[src/rtl/vbr_pkg.sv]
package vbr_pkg;
    localparam int ADDR_W = 8;
    localparam int DATA_W = 8;
    localparam int NUM_ID = 9;
    localparam int NSLOT  = 25;
    localparam int SLOT_W = $clog2(NSLOT);

    localparam logic [ADDR_W-1:0] A_SRST  = 8'h09;
    localparam logic [ADDR_W-1:0] A_GIE   = 8'hE0;
    localparam logic [ADDR_W-1:0] A_IEN   = 8'hE1;
    localparam logic [ADDR_W-1:0] A_ISTAT = 8'hE5;
    localparam logic [DATA_W-1:0] ERR_MASK = 8'hFD;

    // plain stored registers; slot order fixes the decoded-field indices below
    localparam logic [ADDR_W-1:0] SLOT_ADDR [NSLOT] = '{
        8'h0A, 8'h0B, 8'h0D, 8'h10, 8'h11, 8'h12, 8'h18, 8'h19, 8'h1A, 8'h1B,
        8'h20, 8'h21, 8'h24, 8'h25, 8'h28, 8'h29, 8'h2C, 8'h2D, 8'h30, 8'h31,
        8'h34, 8'h36, 8'h38, 8'h3A, 8'h3C};
    localparam int S_CLKCTL = 0;
    localparam int S_DIV    = 1;
    localparam int S_PLLEN  = 2;
    localparam int S_HACT_L = 10;
    localparam int S_HACT_H = 11;
    localparam int S_VACT_L = 12;
    localparam int S_VACT_H = 13;

    typedef enum logic [0:0] {SR_IDLE, SR_PULSE} srst_state_t;

    function automatic logic slot_hit(input logic [ADDR_W-1:0] a);
        logic h;
        h = 1'b0;
        for (int i = 0; i < NSLOT; i++) if (SLOT_ADDR[i] == a) h = 1'b1;
        return h;
    endfunction

    function automatic logic [SLOT_W-1:0] slot_idx(input logic [ADDR_W-1:0] a);
        logic [SLOT_W-1:0] s;
        s = '0;
        for (int i = 0; i < NSLOT; i++) if (SLOT_ADDR[i] == a) s = SLOT_W'(i);
        return s;
    endfunction

    function automatic logic readable(input logic [ADDR_W-1:0] a);
        return (a < ADDR_W'(NUM_ID)) || slot_hit(a) ||
               (a == A_GIE) || (a == A_IEN) || (a == A_ISTAT);
    endfunction
endpackage

[src/rtl/vbr_addr_decode.sv]
module vbr_addr_decode
    import vbr_pkg::*;
(
    input  logic [ADDR_W-1:0] addr,
    output logic              is_id,
    output logic              is_slot,
    output logic [SLOT_W-1:0] slot,
    output logic              is_srst,
    output logic              is_gie,
    output logic              is_ien,
    output logic              is_stat
);
    always_comb begin
        is_id   = addr < ADDR_W'(NUM_ID);
        is_slot = slot_hit(addr);
        slot    = slot_idx(addr);
        is_srst = addr == A_SRST;
        is_gie  = addr == A_GIE;
        is_ien  = addr == A_IEN;
        is_stat = addr == A_ISTAT;
    end
endmodule

[src/rtl/vbr_cfg_store.sv]
module vbr_cfg_store
    import vbr_pkg::*;
(
    input  logic                          clk,
    input  logic                          rst_n,
    input  logic                          wr,
    input  logic [SLOT_W-1:0]             slot,
    input  logic [DATA_W-1:0]             wdata,
    output logic [NSLOT-1:0][DATA_W-1:0]  q
);
    for (genvar g = 0; g < NSLOT; g++) begin : g_slot
        // bit 7 of the clock control byte is the live lock flag, not stored
        localparam logic [DATA_W-1:0] KEEP = (g == S_CLKCTL) ? 8'h7F : 8'hFF;
        always_ff @(posedge clk or negedge rst_n) begin
            if (!rst_n)                        q[g] <= '0;
            else if (wr && slot == SLOT_W'(g)) q[g] <= wdata & KEEP;
        end
    end
endmodule

[src/rtl/vbr_irq_block.sv]
module vbr_irq_block
    import vbr_pkg::*;
(
    input  logic              clk,
    input  logic              rst_n,
    input  logic              wr_gie,
    input  logic              wr_ien,
    input  logic              wr_stat,
    input  logic [DATA_W-1:0] wdata,
    input  logic [DATA_W-1:0] err_evt,
    output logic              gie,
    output logic [DATA_W-1:0] ien,
    output logic [DATA_W-1:0] stat,
    output logic              irq
);
    logic [DATA_W-1:0] clr;
    assign clr = wr_stat ? (wdata & ERR_MASK) : '0;

    always_ff @(posedge clk or negedge rst_n) begin
        if (!rst_n) begin
            gie  <= 1'b0;
            ien  <= '0;
            stat <= '0;
        end else begin
            if (wr_gie) gie <= wdata[0];
            if (wr_ien) ien <= wdata & ERR_MASK;
            // event set is applied after the clear, so it wins a collision
            stat <= (stat & ~clr) | (err_evt & ERR_MASK);
        end
    end

    assign irq = gie && |(stat & ien);
endmodule

[src/rtl/vbr_srst_fsm.sv]
module vbr_srst_fsm
    import vbr_pkg::*;
(
    input  logic clk,
    input  logic rst_n,
    input  logic req,
    output logic pulse
);
    srst_state_t state, nxt;

    always_ff @(posedge clk or negedge rst_n) begin
        if (!rst_n) state <= SR_IDLE;
        else        state <= nxt;
    end

    always_comb begin
        nxt = state;
        unique case (state)
            SR_IDLE:  if (req) nxt = SR_PULSE;
            SR_PULSE: nxt = SR_IDLE;
        endcase
    end

    always_comb begin
        pulse = 1'b0;
        unique case (state)
            SR_IDLE:  pulse = 1'b0;
            SR_PULSE: pulse = 1'b1;
        endcase
    end
endmodule

[src/rtl/vbridge_regfile.sv]
module vbridge_regfile
    import vbr_pkg::*;
#(
    parameter logic [NUM_ID*DATA_W-1:0] ID_BYTES = 72'h5A3C960FE17B22C418
)(
    input  logic              clk,
    input  logic              rst_n,
    input  logic              wr_en,
    input  logic              rd_en,
    input  logic [ADDR_W-1:0] addr,
    input  logic [DATA_W-1:0] wdata,
    output logic [DATA_W-1:0] rdata,
    input  logic [DATA_W-1:0] err_evt,
    input  logic              pll_locked,
    output logic              irq,
    output logic              dp_rst,
    output logic              pll_en,
    output logic [2:0]        clk_range,
    output logic              clk_src,
    output logic [4:0]        clk_div,
    output logic [1:0]        ref_mul,
    output logic [15:0]       h_active,
    output logic [15:0]       v_active
);
    logic                         is_id, is_slot, is_srst, is_gie, is_ien, is_stat;
    logic [SLOT_W-1:0]            slot;
    logic [NSLOT-1:0][DATA_W-1:0] cfg;
    logic                         irq_gie;
    logic [DATA_W-1:0]            irq_ien, irq_stat, rd_mux;

    vbr_addr_decode u_dec (
        .addr(addr), .is_id(is_id), .is_slot(is_slot), .slot(slot),
        .is_srst(is_srst), .is_gie(is_gie), .is_ien(is_ien), .is_stat(is_stat)
    );

    vbr_cfg_store u_store (
        .clk(clk), .rst_n(rst_n), .wr(wr_en && is_slot),
        .slot(slot), .wdata(wdata), .q(cfg)
    );

    vbr_irq_block u_irq (
        .clk(clk), .rst_n(rst_n),
        .wr_gie(wr_en && is_gie), .wr_ien(wr_en && is_ien), .wr_stat(wr_en && is_stat),
        .wdata(wdata), .err_evt(err_evt),
        .gie(irq_gie), .ien(irq_ien), .stat(irq_stat), .irq(irq)
    );

    vbr_srst_fsm u_srst (
        .clk(clk), .rst_n(rst_n), .req(wr_en && is_srst && wdata[0]), .pulse(dp_rst)
    );

    always_comb begin
        rd_mux = '0;
        if (is_id)
            rd_mux = ID_BYTES[int'(addr)*DATA_W +: DATA_W];
        else if (is_slot)
            rd_mux = cfg[slot] | ((slot == SLOT_W'(S_CLKCTL)) ? {pll_locked, 7'b0} : 8'h00);
        else if (is_gie)
            rd_mux = {7'b0, irq_gie};
        else if (is_ien)
            rd_mux = irq_ien;
        else if (is_stat)
            rd_mux = irq_stat;
    end

    always_ff @(posedge clk or negedge rst_n) begin
        if (!rst_n)     rdata <= '0;
        else if (rd_en) rdata <= rd_mux;
    end

    assign clk_range = cfg[S_CLKCTL][3:1];
    assign clk_src   = cfg[S_CLKCTL][0];
    assign clk_div   = cfg[S_DIV][7:3];
    assign ref_mul   = cfg[S_DIV][1:0];
    assign pll_en    = cfg[S_PLLEN][0];
    assign h_active  = {cfg[S_HACT_H], cfg[S_HACT_L]};
    assign v_active  = {cfg[S_VACT_H], cfg[S_VACT_L]};
endmodule

[config.mk]
export PLATFORM = sky130hd
export DESIGN_NAME = vbridge_regfile
export DESIGN_NICKNAME = d
export VERILOG_FILES = /design/src/rtl/vbr_pkg.sv /design/src/rtl/vbr_addr_decode.sv /design/src/rtl/vbr_cfg_store.sv /design/src/rtl/vbr_irq_block.sv /design/src/rtl/vbr_srst_fsm.sv /design/src/rtl/vbridge_regfile.sv
export SDC_FILE = /design/constraint.sdc
export NUM_CORES = 1
export LEC_CHECK = 0
export BUFFER_PORTS_ARGS = -buffer_cell sky130_fd_sc_hd__buf_2
export CORE_MARGIN = 4
export CORE_UTILIZATION = 29
export DETAILED_ROUTE_END_ITERATION = 16
export GPL_ROUTABILITY_DRIVEN = 0
export SLEW_MARGIN = 20
export SYNTH_ARGS = -nofsm -noshare
export SYNTH_HDL_FRONTEND = slang
export SYNTH_SLANG_ARGS = --single-unit
[constraint.sdc]
create_clock -name clk -period 2.3 [get_ports clk]
set_clock_uncertainty 0.15 [all_clocks]
set_input_delay 0.23 -clock clk [delete_from_list [all_inputs] [get_ports clk]]
set_output_delay 0.23 -clock clk [all_outputs]
set_load 0.05 [all_outputs]
======== Yosys cells after proc, flatten, opt, wreduce, memory -nomap -nowiden ========
Cells that the tools add are included.
word-level totals
  logic and storage cells ................. 187
  input bits .............................. 29
  output and inout port bits .............. 54
  bits in registers ....................... 224
operators by class
  shift operators ......................... 1
  eq/ne operators ......................... 53
  muxes and demuxes ....................... 61
  magnitude comparators ................... 2
  reductions and logical operators ........ 34
  bitwise logic cells ..................... 6
operator list
  cell                        number
  $eq A6 B8 Y1 const A        15
  $shiftx A72 B12 Y8 const A  1
  $mux W8                     8
  $eq A5 B8 Y1 const A        7
  $eq A5 B5 Y1 const B        9
  $mux W5                     9
  $bmux W8 S5                 1
  $eq A5 B4 Y1 const B        8
  $logic_and A1 B1 Y1         32
  $mux W4                     8
  $mux W1                     27
  $eq A4 B8 Y1 const A        3
  $eq A8 B8 Y1 const B        3
  $eq A5 B3 Y1 const B        4
  $and A8 B8 Y8               2
  $or A8 B8 Y8                2
  $mux W3                     4
  $eq A5 B2 Y1 const B        2
  $eq A8 B4 Y1 const B        1
  $lt A8 B4 Y1 const B        1
  $not A8 Y8                  1
  $reduce_or A8 Y1            1
  $lt A5 B6 Y1 const B        1
  $eq A5 B1 Y1 const B        1
  4 further kinds             6

======== Logic depth before layout (Yosys ltp) ========
  word-level depth ........................ 30
  depth in mapped cells ................... 12
  depth with buffers taken out ............ 8

======== Modules after synthesis ========
From an unflattened synthesis, not the netlist that was laid out.
second synthesis, totals
  cells, all modules ...................... 846
  area, all modules ....................... 11245.8 um^2
by module, submodules not included
  module           area an instance (um^2)  times used  seq. area each (um^2)  cells each
  vbr_cfg_store    7642.3                   1           4979.8                 462
  vbridge_regfile  2428.6                   1           200.2                  252
  vbr_irq_block    606.8                    1           375.4                  47
  vbr_addr_decode  529.3                    1           0.0                    83
  vbr_srst_fsm     38.8                     1           25.0                   2

======== Least setup slack after synthesis ========
No wires, ideal clock.
  path type ............................... input-to-reg
  start point ............................. in addr[5]
  end point ............................... reg rdata[4]
  path slack .............................. -0.868 ns
  stages .................................. 11
  buffers on the path ..................... 3
  arrival time ............................ 2.894 ns
  required time ........................... 2.026 ns
  setup time .............................. 0.124 ns
  cells stage by stage .................... buf_2 -> or3b_1 -> clkbuf_1 -> nor4_2 -> a31oi_4 -> nor2_4 -> buf_2 -> mux4_2 -> a22oi_1 -> nand2_1 -> o31a_1
on the way
  longest elaborated chain between the ends .. 30
RTL lines
  item                           RTL line                      text
  start, declared                vbridge_regfile.sv:10         input logic [ADDR_W-1:0] addr,
  $eq A4 B8 Y1                   vbr_pkg.sv:32, vbr_pkg.sv:39
  $mux W1                        vbr_pkg.sv:39                 for (int i = 0; i < NSLOT; i++) if (SLOT_ADDR[i] == a) s = SLOT_W'(i);
  $mux W2 (2 in series)          vbr_pkg.sv:39
  $mux W3 (4 in series)          vbr_pkg.sv:39
  $mux W4 (8 in series)          vbr_pkg.sv:39
  $mux W5 (9 in series)          vbr_pkg.sv:39
  $bmux W8 S5                    vbridge_regfile.sv:57         rd_mux = cfg[slot] | ((slot == SLOT_W'(S_CLKCTL)) ? {pll_locked, 7'b0} : 8'h00);
  $mux W8 (not written as such)  vbridge_regfile.sv:57
  $or A8 B8 Y8                   vbridge_regfile.sv:57
  $mux W8                        vbridge_regfile.sv:56         else if (is_slot)
  $mux W8 *                      vbridge_regfile.sv:54         if (is_id)
  end signal, assigned           vbridge_regfile.sv:68         else if (rd_en) rdata <= rd_mux;
  end, declared                  vbridge_regfile.sv:12         output logic [DATA_W-1:0] rdata,
Mark *: on every way between the ends. The rest lies on a longest branch, timed or not. The select of a mux whose other input is x is not followed.
A chain may end at the register's enable or synchronous reset.

======== Worst setup path after layout ========
  start point ............................. in addr[6]
  end point ............................... reg rdata[4]
The elaborated chain is that of the path after synthesis.

==> results.md <==
- Synth Register Bits: roughly 220
- Worst Setup SP: addr[6]
- Reg-to-Reg End: rdata[4]
- Final ANT Viol Nets: 0
- Number of global-route vias before repair: 8711
- Commonest non-fill, non-tap cell in the layout: dfrtp_1
- Port bufs: 81
- Max-Cap Viols: 0
- Count of different cell masters after synthesis: 76
- FF-to-FF setup slack: ~0.46 ns
- Rel. slew slack: 60.9%
- Synthesis warning total: 0
- Tmin final: around 2.6 ns
- CTS clk-pin slew, worst paths: about 0.06 ns
- Leakage Power: between 7 and 8 nW
- Number of vias per cell: approximately 5.1
- Placed insts: 1558
- Rows: 72
- Clock latency on the worst-skew pair: ~0.53 ns
- Post-synthesis average cell area: about 13 um2
- TritonCTS clock tree: built
- Top cell type's share of synthesized area: 49.1%
- Worst Path Required: 2.57 ns
- Failing checks: negative setup slack
- Drt wl/cell: 22.2 um
- Gr usage total: between 10% and 20%
- Final period utilization: 112%
- H-tree Lvls: 1
- Setup crit end kind: flop
- Worst Reg-to-Reg Cells: 8
- Fmax: between 300 and 400 MHz
- Area growth, synth to finish: 37.3%
- Critical Path AT: ~2.8 ns
- Post-route DRC: 0
- Setup crit end: rdata[4]
- Synth Instances: 900
- Cell Area, Synth: 11400 um2
- CP Class: in2reg
- Share of cells above drive strength 1: 51.9%
- Final WL: 36000 um
- GRT overflow: 0
- Peak VDD IR: 0.000538 V
- Clock Sinks: ~220
- Initial antenna violation count: 0
- I/O pin count: just over 80
- Syn Nets: just over 900
- Pre-CTS WS: -1.01 ns
- Post-synthesis cell type with the largest combined area: dfrtp_1
- Die Width: between 200 and 250 um
- Largest net degree at the start of global routing: 70
- CP Launch Type: primary input
- PwrDens: between 600 and 700 nW/um2
- Die Area: around 42000 um2
- Worst setup margin: -0.269 ns
- Core Area: slightly below 40000 um2
- Main area contributors after synthesis: dfrtp_1 (49%), mux2_2 (15%), mux2_1 (6.1%)
- Global-route wire length before repair: ~55000 um
- Die height: slightly above 200 um
- Seq/Total Area, Yosys: between 40% and 50%
- Synth Flop Type: dfrtp_1
- Ant. Diodes: 0
- Hold Vio Cnt, Final: 0
- Post-synth EDFFs: 0
- Commonest non-fill, non-tap cells in the layout: dfrtp_1 (223), buf_4 (114), mux2_4 (99)
- First drt pass iteration count: 5
- Hpwl dp: 25200 um
- Min-delay worst type: in2async
- Initial DRC count: ~570
- Max Fanout on Critical Path: 13
- Final nets: about 1100
- CTS Buf Count: 25
- Least-Margin Pin Slew: 0.586 ns
- Final setup viols: around 110
- Vias: 8335
- Count of final max-slew check failures: 0
- Outcome: complete, but fails checks
- Starting density of the core: between 20 and 30%
- Finished Layout Cells: roughly 1600
- CTS root buf: clkbuf_16
- Reg2reg start: u_irq.stat[5]
- Worst-case clock buffer depth: 3
- Asr flop ratio synth: between 90% and 100%
- RSZ-0062 raised after global routing: true
- Total power: ~0.0097 W
-- how the worst min path moves through the flow --
stage,startpoint,cells past startpoint,endpoint,slack (ns)
6_report,rst_n,2,u_store.q[83],0.01
3_3_place_gp,rst_n,1,u_store.q[92],-0.02
4_1_cts,rst_n,2,u_store.q[83],0.02
2_1_floorplan,rst_n,0,rdata[0],-0.22
5_1_grt,rst_n,2,u_store.q[83],0.04
3_5_place_dp,rst_n,1,u_store.q[92],-0.02
-- state kept, by name (all words and copies together), names as in the netlist --
signal,cells
u_irq.gie,1
u_irq.stat,7
rdata,8
u_store.q,199
u_irq.ien,7
u_srst.state,1
-- logic make-up (layout without fill, tap and decap cells) --
family          after synthesis  in the layout  synth area share, %
mux                         267            267                 28.9
flops                       223            223                 49.1
simple gates                175            175                 8.37
compound gates              131            131                 8.44
buf+inv                     102            305                 5.00
xor+xnor                      2              2                0.154
-- timing repair --
action | 4_1_cts | 5_1_grt
setup endpoints to repair | 179 | 204
hold buffers | 9 | 0
resized for setup | 144 | 41
hold endpoints to repair | 231 | 0
buffers inserted | 9 | 3
pin swaps | 27 | 20
-- worst max-delay path, stage by stage --
cell     delay [ns]
buf_6          0.09
or4b_4         0.53
or4_4          0.47
a31oi_4        0.20
nor2_4         0.11
buf_8          0.18
mux4_2         0.44
a22oi_1        0.21
nand2_1        0.11
o31a_1         0.25
-- per-stage QoR --
step	hold slack, ns	util [%]	setup TNS, ns	instance area [um2]
2_1_floorplan	-0.216	-	-95.67	11600
5_1_grt	0.0410	40.3	-11.17	15600
4_1_cts	0.0197	39.7	-7.08	15400
3_5_place_dp	-0.0231	35.5	-143.33	13700
3_3_place_gp	-0.0231	35.5	-143.94	13700
6_report	0.0119	40.3	-8.08	15600
-- metal layers --
layer	GRT usage [%]	part of all wire [%]
met1	25.0	47
met2	26.6	46
met3	2.04	4.3
met4	3.97	2.1
met5	0	0
-- synthesized netlist by cell type (4+ instances only) --
master	n
or2_2	4
a211oi_1	10
nand4_1	6
a21o_1	9
and2_1	5
nor2_2	16
a21oi_1	22
clkbuf_1	40
inv_1	5
o22ai_1	9
buf_2	7
nor2b_1	6
nor3_1	7
mux2_2	150
mux4_2	28
mux2i_1	27
buf_4	43
nand3_1	16
a22o_1	4
nor2_1	21
o21ai_0	15
nand2_1	54
and3_1	4
dfrtp_1	223
nand2b_1	4
buf_1	5
a22oi_1	16
mux2_1	62
-- cell type report --
cell class	instances	area (um2)
sequential	223	5580
clock buffer	34	729
tap	518	648
inverter	5	18.8
multi-input combinational	575	6180
timing repair buffer	256	2290
fill	3637	23100
clock inverter	10	148
-- power by group --
group	total, W	internal, W	switching [W]
combinational	0.00130	0.000542	0.000755
sequential	0.00418	0.00407	0.000109
clock	0.00423	0.00257	0.00166
total	0.00970	0.00718	0.00253
No activity file was read; power rests on OpenSTA's default activity.
